### src/rtl/tapsr_pkg.sv
package tapsr_pkg;
  parameter int unsigned SEG_LEN_DEF = 16;
  parameter int unsigned NUM_SEG_DEF = 4;
  localparam int unsigned TOTAL_DEF  = SEG_LEN_DEF * NUM_SEG_DEF;

  typedef enum logic {
    FEED_CHAIN = 1'b0,
    FEED_TAP   = 1'b1
  } feed_mode_e;
endpackage

### src/rtl/tapsr_segment.sv
module tapsr_segment #(
  parameter int unsigned LEN = 16
) (
  input  logic           clk,
  input  logic           clr,
  input  logic           adv,
  input  logic           din,
  output logic [LEN-1:0] stages
);
  always_ff @(posedge clk) begin
    if (clr)      stages <= '0;
    else if (adv) stages <= {stages[LEN-2:0], din};
  end

  // clear empties the segment on the next edge
  p_clear_r1: assert property (@(posedge clk) clr |=> (stages == '0));
  // no step, no change
  p_hold_r3: assert property (@(posedge clk) disable iff (clr)
    !adv |=> $stable(stages));
  // the tail leaving the segment was the stage before it one step ago
  p_tail_r4: assert property (@(posedge clk) disable iff (clr)
    adv |=> (stages[LEN-1] == $past(stages[LEN-2])));
endmodule

### src/rtl/tapsr_tap_drive.sv
module tapsr_tap_drive #(
  parameter int unsigned N = 4
) (
  input  logic         out_en,
  input  logic         wr_en,
  input  logic [N-1:0] tails,
  output logic [N-1:0] tap_q,
  output logic [N-1:0] tap_drv
);
  for (genvar k = 0; k < N; k++) begin : g_tap
    assign tap_q[k]   = tails[k];
    assign tap_drv[k] = out_en & ~wr_en;
  end

  always_comb begin
    // drivers are released whenever the taps act as inputs
    p_release_r7: assert (!(wr_en && (tap_drv != '0)));
  end
endmodule

### src/rtl/tap_shift64.sv
module tap_shift64
  import tapsr_pkg::*;
#(
  parameter int unsigned SEG_LEN = SEG_LEN_DEF,
  parameter int unsigned NUM_SEG = NUM_SEG_DEF
) (
  input  logic               clk,
  input  logic               clr,
  input  logic               step_valid,
  output logic               step_ready,
  input  logic               ser_in,
  input  logic               wr_en,
  input  logic               out_en,
  input  logic [NUM_SEG-2:0] tap_in,
  output logic [NUM_SEG-1:0] tap_q,
  output logic [NUM_SEG-1:0] tap_drv
);
  localparam int unsigned TOTAL = SEG_LEN * NUM_SEG;

  feed_mode_e         mode;
  logic               adv;
  logic [NUM_SEG-1:0] heads_in;
  logic [NUM_SEG-1:0] tails;
  logic [SEG_LEN-1:0] seg_q [NUM_SEG];

  assign step_ready = 1'b1;
  assign adv        = step_valid & step_ready & ~clr;
  assign mode       = wr_en ? FEED_TAP : FEED_CHAIN;

  for (genvar k = 0; k < NUM_SEG; k++) begin : g_seg
    if (k == 0) begin : g_head
      assign heads_in[k] = ser_in;
    end else begin : g_seam
      assign heads_in[k] = (mode == FEED_TAP) ? tap_in[k-1] : tails[k-1];

      // seams pass the previous tail in chain mode
      p_link_r4: assert property (@(posedge clk) disable iff (clr)
        (step_valid && !wr_en) |=> (seg_q[k][0] == $past(tails[k-1])));
      // seams load the tap input in write mode
      p_load_r5: assert property (@(posedge clk) disable iff (clr)
        (step_valid && wr_en) |=> (seg_q[k][0] == $past(tap_in[k-1])));
    end

    tapsr_segment #(.LEN(SEG_LEN)) u_seg (
      .clk    (clk),
      .clr    (clr),
      .adv    (adv),
      .din    (heads_in[k]),
      .stages (seg_q[k])
    );
    assign tails[k] = seg_q[k][SEG_LEN-1];
  end

  tapsr_tap_drive #(.N(NUM_SEG)) u_drive (
    .out_en  (out_en),
    .wr_en   (wr_en),
    .tails   (tails),
    .tap_q   (tap_q),
    .tap_drv (tap_drv)
  );

  initial begin
    p_size_r4: assert (TOTAL == SEG_LEN * NUM_SEG && SEG_LEN > 1);
  end
endmodule

### config.mk
export PLATFORM = sky130hd
export DESIGN_NAME = tap_shift64
export DESIGN_NICKNAME = d
export VERILOG_FILES = /design/src/rtl/tapsr_pkg.sv /design/src/rtl/tapsr_segment.sv /design/src/rtl/tapsr_tap_drive.sv /design/src/rtl/tap_shift64.sv
export SDC_FILE = /design/constraint.sdc
export NUM_CORES = 1
export LEC_CHECK = 0
export ABC_AREA = 1
export BUFFER_PORTS_ARGS = -buffer_cell sky130_fd_sc_hd__buf_2
export CAP_MARGIN = 20
export CORE_ASPECT_RATIO = 1.2
export CORE_MARGIN = 2
export CORE_UTILIZATION = 45
export DETAILED_ROUTE_END_ITERATION = 6
export PLACE_DENSITY = 0.7
export SKIP_LAST_GASP = 1
export SLEW_MARGIN = 20
export SYNTH_ARGS = -nofsm -noshare
export SYNTH_HDL_FRONTEND = slang
export SYNTH_SLANG_ARGS = --single-unit
### constraint.sdc
create_clock -name clk -period 0.9 [get_ports clk]
set_clock_uncertainty 0.05 [all_clocks]
set_input_delay 0.135 -clock clk [delete_from_list [all_inputs] [get_ports clk]]
set_output_delay 0.135 -clock clk [all_outputs]
set_load 0.01 [all_outputs]
==> results of run 1 <==
metal layers:
layer | global-route usage | part of all wire | vias up
li1 | - | - | 957
met1 | 0.183 | 0.49 | 824
met2 | 0.239 | 0.47 | 21
met3 | 0.0616 | 0.032 | 2
met4 | 0.0617 | 0.0056 | 0
met5 | 0 | 0 | -
worst paths after layout:
path | start | end | slack (ns) | depth (start not counted)
worst max register to register | g_seg[0].u_seg.stages[15] | g_seg[0].u_seg.stages[15] | 0.07 | 3
worst max-delay path | g_seg[0].u_seg.stages[15] | tap_q[0] | -0.05 | 1
worst min register to register | g_seg[2].u_seg.stages[14] | g_seg[2].u_seg.stages[15] | 0.41 | 2
worst min-delay path | clr | g_seg[1].u_seg.stages[0] | 0.06 | 2
cell usage in the layout (no fill, tap or decap), drive strengths merged:
cell type,Yosys,layout
buf,26,31
dlygate4sd3,0,2
nand2,10,10
dfxtp,64,64
nor2,110,110
nand3,1,1
a21oi,7,7
conb,1,1
clkinv,0,3
bufinv,0,2
o21ai,58,58
clkbuf,3,11
a211oi,5,5
inv,9,9
logic make-up (layout without fill, tap and decap cells):
family / count (synthesis) / in the layout / synth area share
AOI/OAI and AO/OA: 70 / 70 / 0.151
buffers and inverters: 38 / 58 / 0.119
DFF: 64 / 64 / 0.535
other: 1 / 1 / 0.00157
and+or+nand+nor: 121 / 121 / 0.193
report_power, final:
| part | switching, W | internal, W |
|---|---|---|
| Clock | 0.00105 | 0.00171 |
| Combinational | 0.000300 | 0.000241 |
| Sequential | 0.0000803 | 0.00301 |
| Total | 0.00143 | 0.00496 |
per-stage QoR:
| stage | TNS, ns | hold slack, ns | power, W | area (um2) | setup WS (ns) |
|---|---|---|---|---|---|
| 2_1_floorplan | 0 | 0.220 | 0.00356 | 2400 | 0.0955 |
| 3_3_place_gp | 0 | 0.311 | 0.00365 | 2460 | 0.0101 |
| 3_5_place_dp | -0.108 | 0.313 | 0.00366 | 2460 | -0.0459 |
| 4_1_cts | -0.268 | 0.0435 | 0.00647 | 2760 | -0.0674 |
| 5_1_grt | -0.333 | 0.0353 | 0.00670 | 2760 | -0.0853 |
| 6_report | -0.182 | 0.0576 | 0.00639 | 2760 | -0.0479 |
cell usage after synthesis:
library cell and number:
nand3_1 1, conb_1 1, a21oi_1 7, buf_4 8
inv_4 2, buf_6 12, nor2_4 1, buf_2 5
buf_8 1, o21ai_1 11, nor2_1 109, nand2_1 10
clkbuf_1 3, inv_1 7, dfxtp_1 64, a211oi_1 5
o21ai_0 47
final cells by class:
cell class | count | share of cell area
Clock inverter | 5 | 0.0285
Inverter | 9 | 0.0140
Clock buffer | 11 | 0.0548
Sequential cell | 64 | 0.466
Tap cell | 62 | 0.0281
Timing Repair Buffer | 33 | 0.109
Multi-Input combinational cell | 192 | 0.300
timing repair:
| item | CTS | global route |
|---|---|---|
| hold endpoints to repair | 2 | 0 |
| setup endpoints to repair | 4 | 4 |
| setup buffers | 3 | 0 |
| resized for setup | 8 | 0 |
| hold buffers | 2 | 0 |
==> impl_metrics.py, run 1 <==
metrics = {
    "finish": {
        "diodes": 0,
        "drive_gt1_frac": 0.172,
        "areaGrowthSynthToFinish_pct": 15.3,
        "top_register": "g_seg.u_seg.stages",
        "regArea_um2": 1290,
        "fin_nets": 318,
        "finalNonFillerCells": 376,
        "largest_reg_flops": 64,
        "fin_util": 0.529,
        "fill_cells": 495,
        "multi_input_area_um2": 830,
        "reg.largest.list": "g_seg.u_seg.stages x64",
    },
    "synth": {
        "yosys-top-cells-area": "dfxtp_1 53%, nor2_1 17%, o21ai_0 9.8%, buf_6 5.6%, buf_4 2.5%",
        "syn_area_per_cell_um2": 8.15,
        "ys_seq_area_frac": 0.535,
        "ys_warn_count": 0,
        "yosysTopAreaCell": "dfxtp_1",
        "netlist_area_um2": 2400,
        "synth_top_area_frac": 0.535,
        "netlist_instances": 294,
        "synth-seq-cells": 64,
        "syn-num-nets": 303,
        "synth_cell_type_count": 17,
    },
    "sta": {
        "min_period_ns": 0.948,
        "worst_slack_ns": -0.0479,
        "clock.fmax_ghz": 1.05,
        "rsz0062_at_grt": "true",
        "setup_viol": 4,
        "hold_violations": 0,
        "slew_violations": 0,
        "min_period_over_period": 1.05,
    },
    "place": {
        "dp_cells": 355,
        "dp_hpwl_um": 2590,
        "io_buffers": 16,
        "place_congestion": 0.741,
    },
    "worst_setup_path": {
        "critical_path_required_ns": 0.71,
        "critPathLaunchType": "flop",
        "crit_family": "flip-flops",
        "crit_path_end_kind": "output pin",
        "cp.arrival_ns": 0.76,
        "path_buf_inv": 1,
        "cp_max_fo": 2,
        "max_stage_delay_ns": 0.33,
        "worstPathCellList": "buf_6",
        "worstSetupPathType": "reg -> out",
        "crit_path_top_delay_cell": "dfxtp_2",
    },
    "clocking": {
        "htreeDepth": 3,
        "cts_buffers": 9,
        "insertion_delay_ns": 0.33,
        "clk_path_buf_depth": 2,
        "path_clk_slew_ns": 0.06,
        "cts_tree": "yes",
        "clock-sinks": 64,
        "cts_root_buf": "clkbuf_8",
    },
    "route": {
        "drtAntennaViolNets": 0,
        "viasPerCell": 4.80,
        "wire_per_inst_um": 10.9,
        "vias": 1804,
        "drcViolationCount": 0,
        "wl_um": 4110,
        "first_pass_iters": 4,
        "drt_iter0_drc": 62,
    },
    "grt": {
        "grt_pass1_wl_um": 7050,
        "gr-usage-all-layers": 0.152,
        "grt_max_degree": 33,
        "overflow": 0,
        "grt_pass1_vias": 1640,
        "antenna_found_initial": 0,
    },
    "floorplan": {
        "die_h_um": 83.9,
        "rows": 29,
        "core_area_um2": 5230,
        "die_area_um2": 5930,
        "die_w_um": 70.6,
        "start_util": 0.459,
        "io_pins": 18,
    },
    "status": {
        "status": "complete, but fails checks",
        "failed_checks": "setup timing",
    },
    "power_and_ir_drop": {
        "p_leak_nw": 1.20,
        "vdd_ir_drop_max_uv": 1090,
        "power_density_nw_per_um2": 2310,
    },
    "hold_path": {
        "hold_class": "in -> reg",
    },
    "flow_run": {
        "drv_cap": 0,
    },
}
Note: power is estimated with default switching activity, not from simulation.
==> run 2, diff against run 1 <==
--- a/config.mk
+++ b/config.mk
@@ -14,4 +14,5 @@
 export DETAILED_ROUTE_END_ITERATION = 6
 export PLACE_DENSITY = 0.7
+export RECOVER_POWER = 25
 export SKIP_LAST_GASP = 1
 export SLEW_MARGIN = 20
==> constraint.sdc (replaced) <==
create_clock -name clk -period 0.9 [get_ports clk]
set_clock_uncertainty 0.05 [all_clocks]
set_input_delay 0.045 -clock clk [delete_from_list [all_inputs] [get_ports clk]]
set_output_delay 0.045 -clock clk [all_outputs]
set_load 0.01 [all_outputs]
==> impl_metrics.py, run 2 (same netlist as run 1, synthesis figures left out) <==
metrics = {
    "place": {
        "io_buffers": 16,
        "place_congestion": 0.688,
        "placed_area_um2": 2430,
        "dp_hpwl_um": 2520,
        "dp_cells": 353,
    },
    "hold_path": {
        "hold_class": "in -> reg",
    },
    "grt": {
        "gr-usage-all-layers": 0.155,
        "grt_use_met2": 0.237,
        "grt_pass1_vias": 1689,
        "overflow": 0,
        "grt_pass1_wl_um": 7290,
        "gr-usage-met3": 0.0399,
        "grt_max_degree": 31,
        "use_met1": 0.193,
        "antenna_found_initial": 0,
        "top_usage_layer": "met2",
    },
    "floorplan": {
        "core_area_um2": 5230,
        "start_util": 0.459,
        "die_h_um": 83.9,
        "io_pins": 18,
        "rows": 29,
        "die_w_um": 70.6,
        "die_area_um2": 5930,
    },
    "worst_setup_path": {
        "cp.arrival_ns": 0.77,
        "path_buf_inv": 1,
        "critical_path_required_ns": 0.81,
        "worstSetupPathType": "reg -> out",
        "critPathLaunchType": "flop",
        "crit_path_end_kind": "output pin",
        "max_stage_delay_ns": 0.32,
        "crit_path_top_delay_cell": "dfxtp_2",
        "cp_max_fo": 2,
        "crit_family": "flip-flops",
        "worstPathCellList": "buf_2",
    },
    "sta": {
        "rsz0062_at_grt": "true",
        "setup_viol": 0,
        "whs_ns": 0.00549,
        "slew_violations": 0,
        "hold_violations": 0,
        "tns_ns": 0,
        "clock.fmax_ghz": 1.16,
        "min_period_ns": 0.863,
        "min_period_over_period": 0.959,
    },
    "route": {
        "first_pass_iters": 4,
        "drtAntennaViolNets": 0,
        "viasPerCell": 4.85,
        "wl_um": 4080,
        "vias": 1827,
        "drcViolationCount": 0,
        "wire_per_inst_um": 10.8,
        "drt_iter0_drc": 58,
    },
    "clocking": {
        "cts_buffers": 9,
        "clk_path_buf_depth": 2,
        "insertion_delay_ns": 0.33,
        "htreeDepth": 3,
        "cts_tree": "yes",
        "path_clk_slew_ns": 0.06,
        "cts_root_buf": "clkbuf_8",
        "clock-sinks": 64,
    },
    "finish": {
        "diodes": 0,
        "fin_nets": 319,
        "multi_input_area_um2": 830,
        "fill_cells": 527,
        "drive_gt1_frac": 0.146,
        "top_register": "g_seg.u_seg.stages",
        "reg.largest.list": "g_seg.u_seg.stages x64",
        "final_cell_area_um2": 2720,
        "final_common_cell": "nor2_1",
        "finalNonFillerCells": 377,
        "largest_reg_flops": 64,
        "regArea_um2": 1290,
        "mostFrequentLayoutCells": "109 x nor2_1, 60 x dfxtp_1, 53 x o21ai_0",
        "areaGrowthSynthToFinish_pct": 13.4,
    },
    "power_and_ir_drop": {
        "vdd_ir_drop_max_uv": 1140,
        "p_total_w": 0.00603,
        "p_leak_nw": 1.17,
        "power_density_nw_per_um2": 2220,
    },
    "status": {
        "status": "completed",
    },
    "flow_run": {
        "drv_cap": 0,
    },
}
-- run 2: cell types whose count changed in the layout (fill, tap and decap cells not counted), sizes merged --
cell	change
dlygate4sd3	+3
bufinv	-1
clkinv	-1
clkbuf	+6
buf	-6
-- run 2: layer usage --
layer	routed length (um)	vias up
met5	0	-
met3	102	8
li1	-	959
met1	1980	836
met4	81	0
met2	1920	24
-- run 2: timing repair --
| action | in CTS | in global routing |
|---|---|---|
| hold endpoints to repair | 3 | 0 |
| hold buffers | 5 | 0 |
| setup endpoints to repair | 3 | 4 |
| resized for setup | 3 | 3 |
| setup buffers | 1 | 2 |
-- run 2: report_power, final --
group | switching, W | internal, W | leakage (nW)
clock network | 0.000991 | 0.00142 | 0.103
registers | 0.0000781 | 0.00301 | 0.530
logic | 0.000299 | 0.000227 | 0.533
-- run 2: final cells by class --
class | instances | area share
flip-flops and latches | 64 | 0.474
multi-input cells | 192 | 0.305
repair buffers | 34 | 0.105
clock buffers | 13 | 0.0585
well taps | 62 | 0.0286
clock inverters | 3 | 0.0147
inverters | 9 | 0.0143
-- run 2: worst paths after layout --
path	cells after the start	slack, ns	end	start
setup / recovery	1	0.04	tap_q[1]	g_seg[1].u_seg.stages[15]
hold / removal	4	0.005	g_seg[3].u_seg.stages[15]	clr
setup reg to reg	3	0.07	g_seg[2].u_seg.stages[15]	g_seg[2].u_seg.stages[15]
hold reg to reg	2	0.40	g_seg[0].u_seg.stages[7]	g_seg[0].u_seg.stages[6]
-- run 2: per-stage QoR --
| step | util | setup WS, ns |
|---|---|---|
| floorplan | - | 0.185 |
| global placement | 0.466 | 0.0594 |
| detailed placement | 0.466 | 0.0393 |
| CTS | 0.515 | -0.0191 |
| global route | 0.520 | -0.00343 |
| finish | 0.520 | 0.0373 |
==> run 3, diff against run 2 <==
CELL_PAD_IN_SITES_DETAIL_PLACEMENT = 0   (was unset)
CELL_PAD_IN_SITES_GLOBAL_PLACEMENT = 1   (was unset)
CORE_UTILIZATION = 44   (was 45)
PLACE_DENSITY = 0.85   (was 0.7)
==> impl_metrics.py, run 3 (same netlist as run 1, synthesis figures left out) <==
metrics = {
    "status": {
        "status": "completed",
    },
    "floorplan": {
        "core_area_um2": 5260,
        "rows": 29,
        "io_pins": 18,
        "die_area_um2": 6050,
        "start_util": 0.455,
        "die_w_um": 71.4,
        "die_h_um": 84.8,
    },
    "worst_setup_path": {
        "critPathLaunchType": "flop",
        "crit_family": "flip-flops",
        "crit_path_end_kind": "output pin",
        "path_buf_inv": 1,
        "cp_max_fo": 2,
        "crit_path_top_delay_cell": "dfxtp_2",
        "cp.arrival_ns": 0.79,
        "max_stage_delay_ns": 0.35,
        "worstPathCellList": "buf_6",
        "worstSetupPathType": "reg -> out",
        "critical_path_required_ns": 0.81,
    },
    "finish": {
        "reg.largest.list": "g_seg.u_seg.stages x64",
        "drive_gt1_frac": 0.141,
        "final_common_cell": "nor2_1",
        "areaGrowthSynthToFinish_pct": 13.9,
        "top_register": "g_seg.u_seg.stages",
        "fin_nets": 315,
        "mostFrequentLayoutCells": "109 x nor2_1, 61 x dfxtp_1, 51 x o21ai_0",
        "final_cell_area_um2": 2730,
        "diodes": 0,
        "finalNonFillerCells": 373,
        "largest_reg_flops": 64,
    },
    "clocking": {
        "cts_buffers": 9,
        "htreeDepth": 3,
        "clock-sinks": 64,
        "clk_path_buf_depth": 2,
        "cts_tree": "yes",
        "insertion_delay_ns": 0.33,
        "cts_root_buf": "clkbuf_8",
        "path_clk_slew_ns": 0.07,
    },
    "power_and_ir_drop": {
        "switchingPower_w": 0.00144,
        "p_leak_nw": 1.17,
        "p_total_w": 0.00649,
        "power_frac_clock": 0.444,
        "p_int_w": 0.00505,
        "p_sw_frac": 0.222,
        "power_density_nw_per_um2": 2380,
        "p_seq_frac": 0.476,
        "vdd_ir_drop_max_uv": 976,
        "comb_power_share": 0.080,
    },
    "place": {
        "dp_cells": 350,
        "placed_area_um2": 2410,
        "io_buffers": 16,
        "dp_hpwl_um": 2410,
        "place_congestion": 0.728,
    },
    "route": {
        "wire_per_inst_um": 11.2,
        "first_pass_iters": 4,
        "drtAntennaViolNets": 0,
        "drcViolationCount": 0,
        "wl_um": 4160,
        "vias": 1809,
        "viasPerCell": 4.85,
        "drt_iter0_drc": 120,
    },
    "grt": {
        "grt_max_degree": 45,
        "grt_pass1_vias": 1785,
        "grt_pass1_wl_um": 7620,
        "gr-usage-all-layers": 0.161,
        "overflow": 0,
        "antenna_found_initial": 0,
    },
    "sta": {
        "rsz0062_at_grt": "true",
        "hold_violations": 0,
        "slew_violations": 0,
        "min_period_ns": 0.882,
        "setup_viol": 0,
        "clock.fmax_ghz": 1.13,
        "tns_ns": 0,
        "min_period_over_period": 0.980,
    },
    "hold_path": {
        "hold_class": "in -> reg",
    },
    "flow_run": {
        "drv_cap": 0,
    },
}
==> run 3: power by group through the flow <==
| stage | clock network [W] | registers (W) | logic, W |
|---|---|---|---|
| global route | 0.00309 | 0.00311 | 0.000607 |
| global placement | 0 | 0.00315 | 0.000481 |
| finish | 0.00288 | 0.00309 | 0.000519 |
| CTS | 0.00295 | 0.00309 | 0.000521 |
| floorplan | 0 | 0.00313 | 0.000429 |
| detailed placement | 0 | 0.00315 | 0.000487 |
==> run 3: what timing repair did <==
action,CTS,global route
endpoints found under the setup margin,3,5
setup buffers,2,0
gates resized for setup,4,4
endpoints found under the hold margin,4,0
hold buffers,5,0
==> run 3: final timing paths <==
| path | from | endpoint | slack, ns | depth (start not counted) |
|---|---|---|---|---|
| worst max-delay path | g_seg[1].u_seg.stages[15] | tap_q[1] | 0.02 | 1 |
| worst min-delay path | tap_in[1] | g_seg[2].u_seg.stages[0] | 0.02 | 5 |
| worst max register to register | g_seg[1].u_seg.stages[15] | g_seg[2].u_seg.stages[0] | 0.05 | 5 |
| worst min register to register | g_seg[0].u_seg.stages[6] | g_seg[0].u_seg.stages[7] | 0.40 | 2 |
==> run 3: cell type report <==
| cell class | instances | area [um2] |
|---|---|---|
| Multi-Input combinational cell | 192 | 833 |
| Clock inverter | 7 | 110 |
| Tap cell | 62 | 77.6 |
| Inverter | 9 | 38.8 |
| Sequential cell | 64 | 1280 |
| Timing Repair Buffer | 30 | 262 |
| Clock buffer | 9 | 124 |
| Fill cell | 523 | 2530 |
==> run 3: through the flow <==
step | hold slack [ns] | utilization | worst slack (ns)
global route | 0.0365 | 0.519 | -0.0156
detailed placement | 0.238 | 0.458 | 0.0730
floorplan | 0.110 | - | 0.185
finish | 0.0207 | 0.519 | 0.0180
global placement | 0.222 | 0.458 | 0.0982
CTS | 0.00352 | 0.517 | -0.00612
==> run 3: routing by layer <==
| metal | vias up | part of all wire | track usage |
|---|---|---|---|
| li1 | 956 | - | - |
| met1 | 826 | 0.49 | 0.198 |
| met2 | 21 | 0.46 | 0.249 |
| met3 | 6 | 0.030 | 0.0606 |
| met4 | 0 | 0.018 | 0.0772 |
| met5 | - | 0 | 0 |
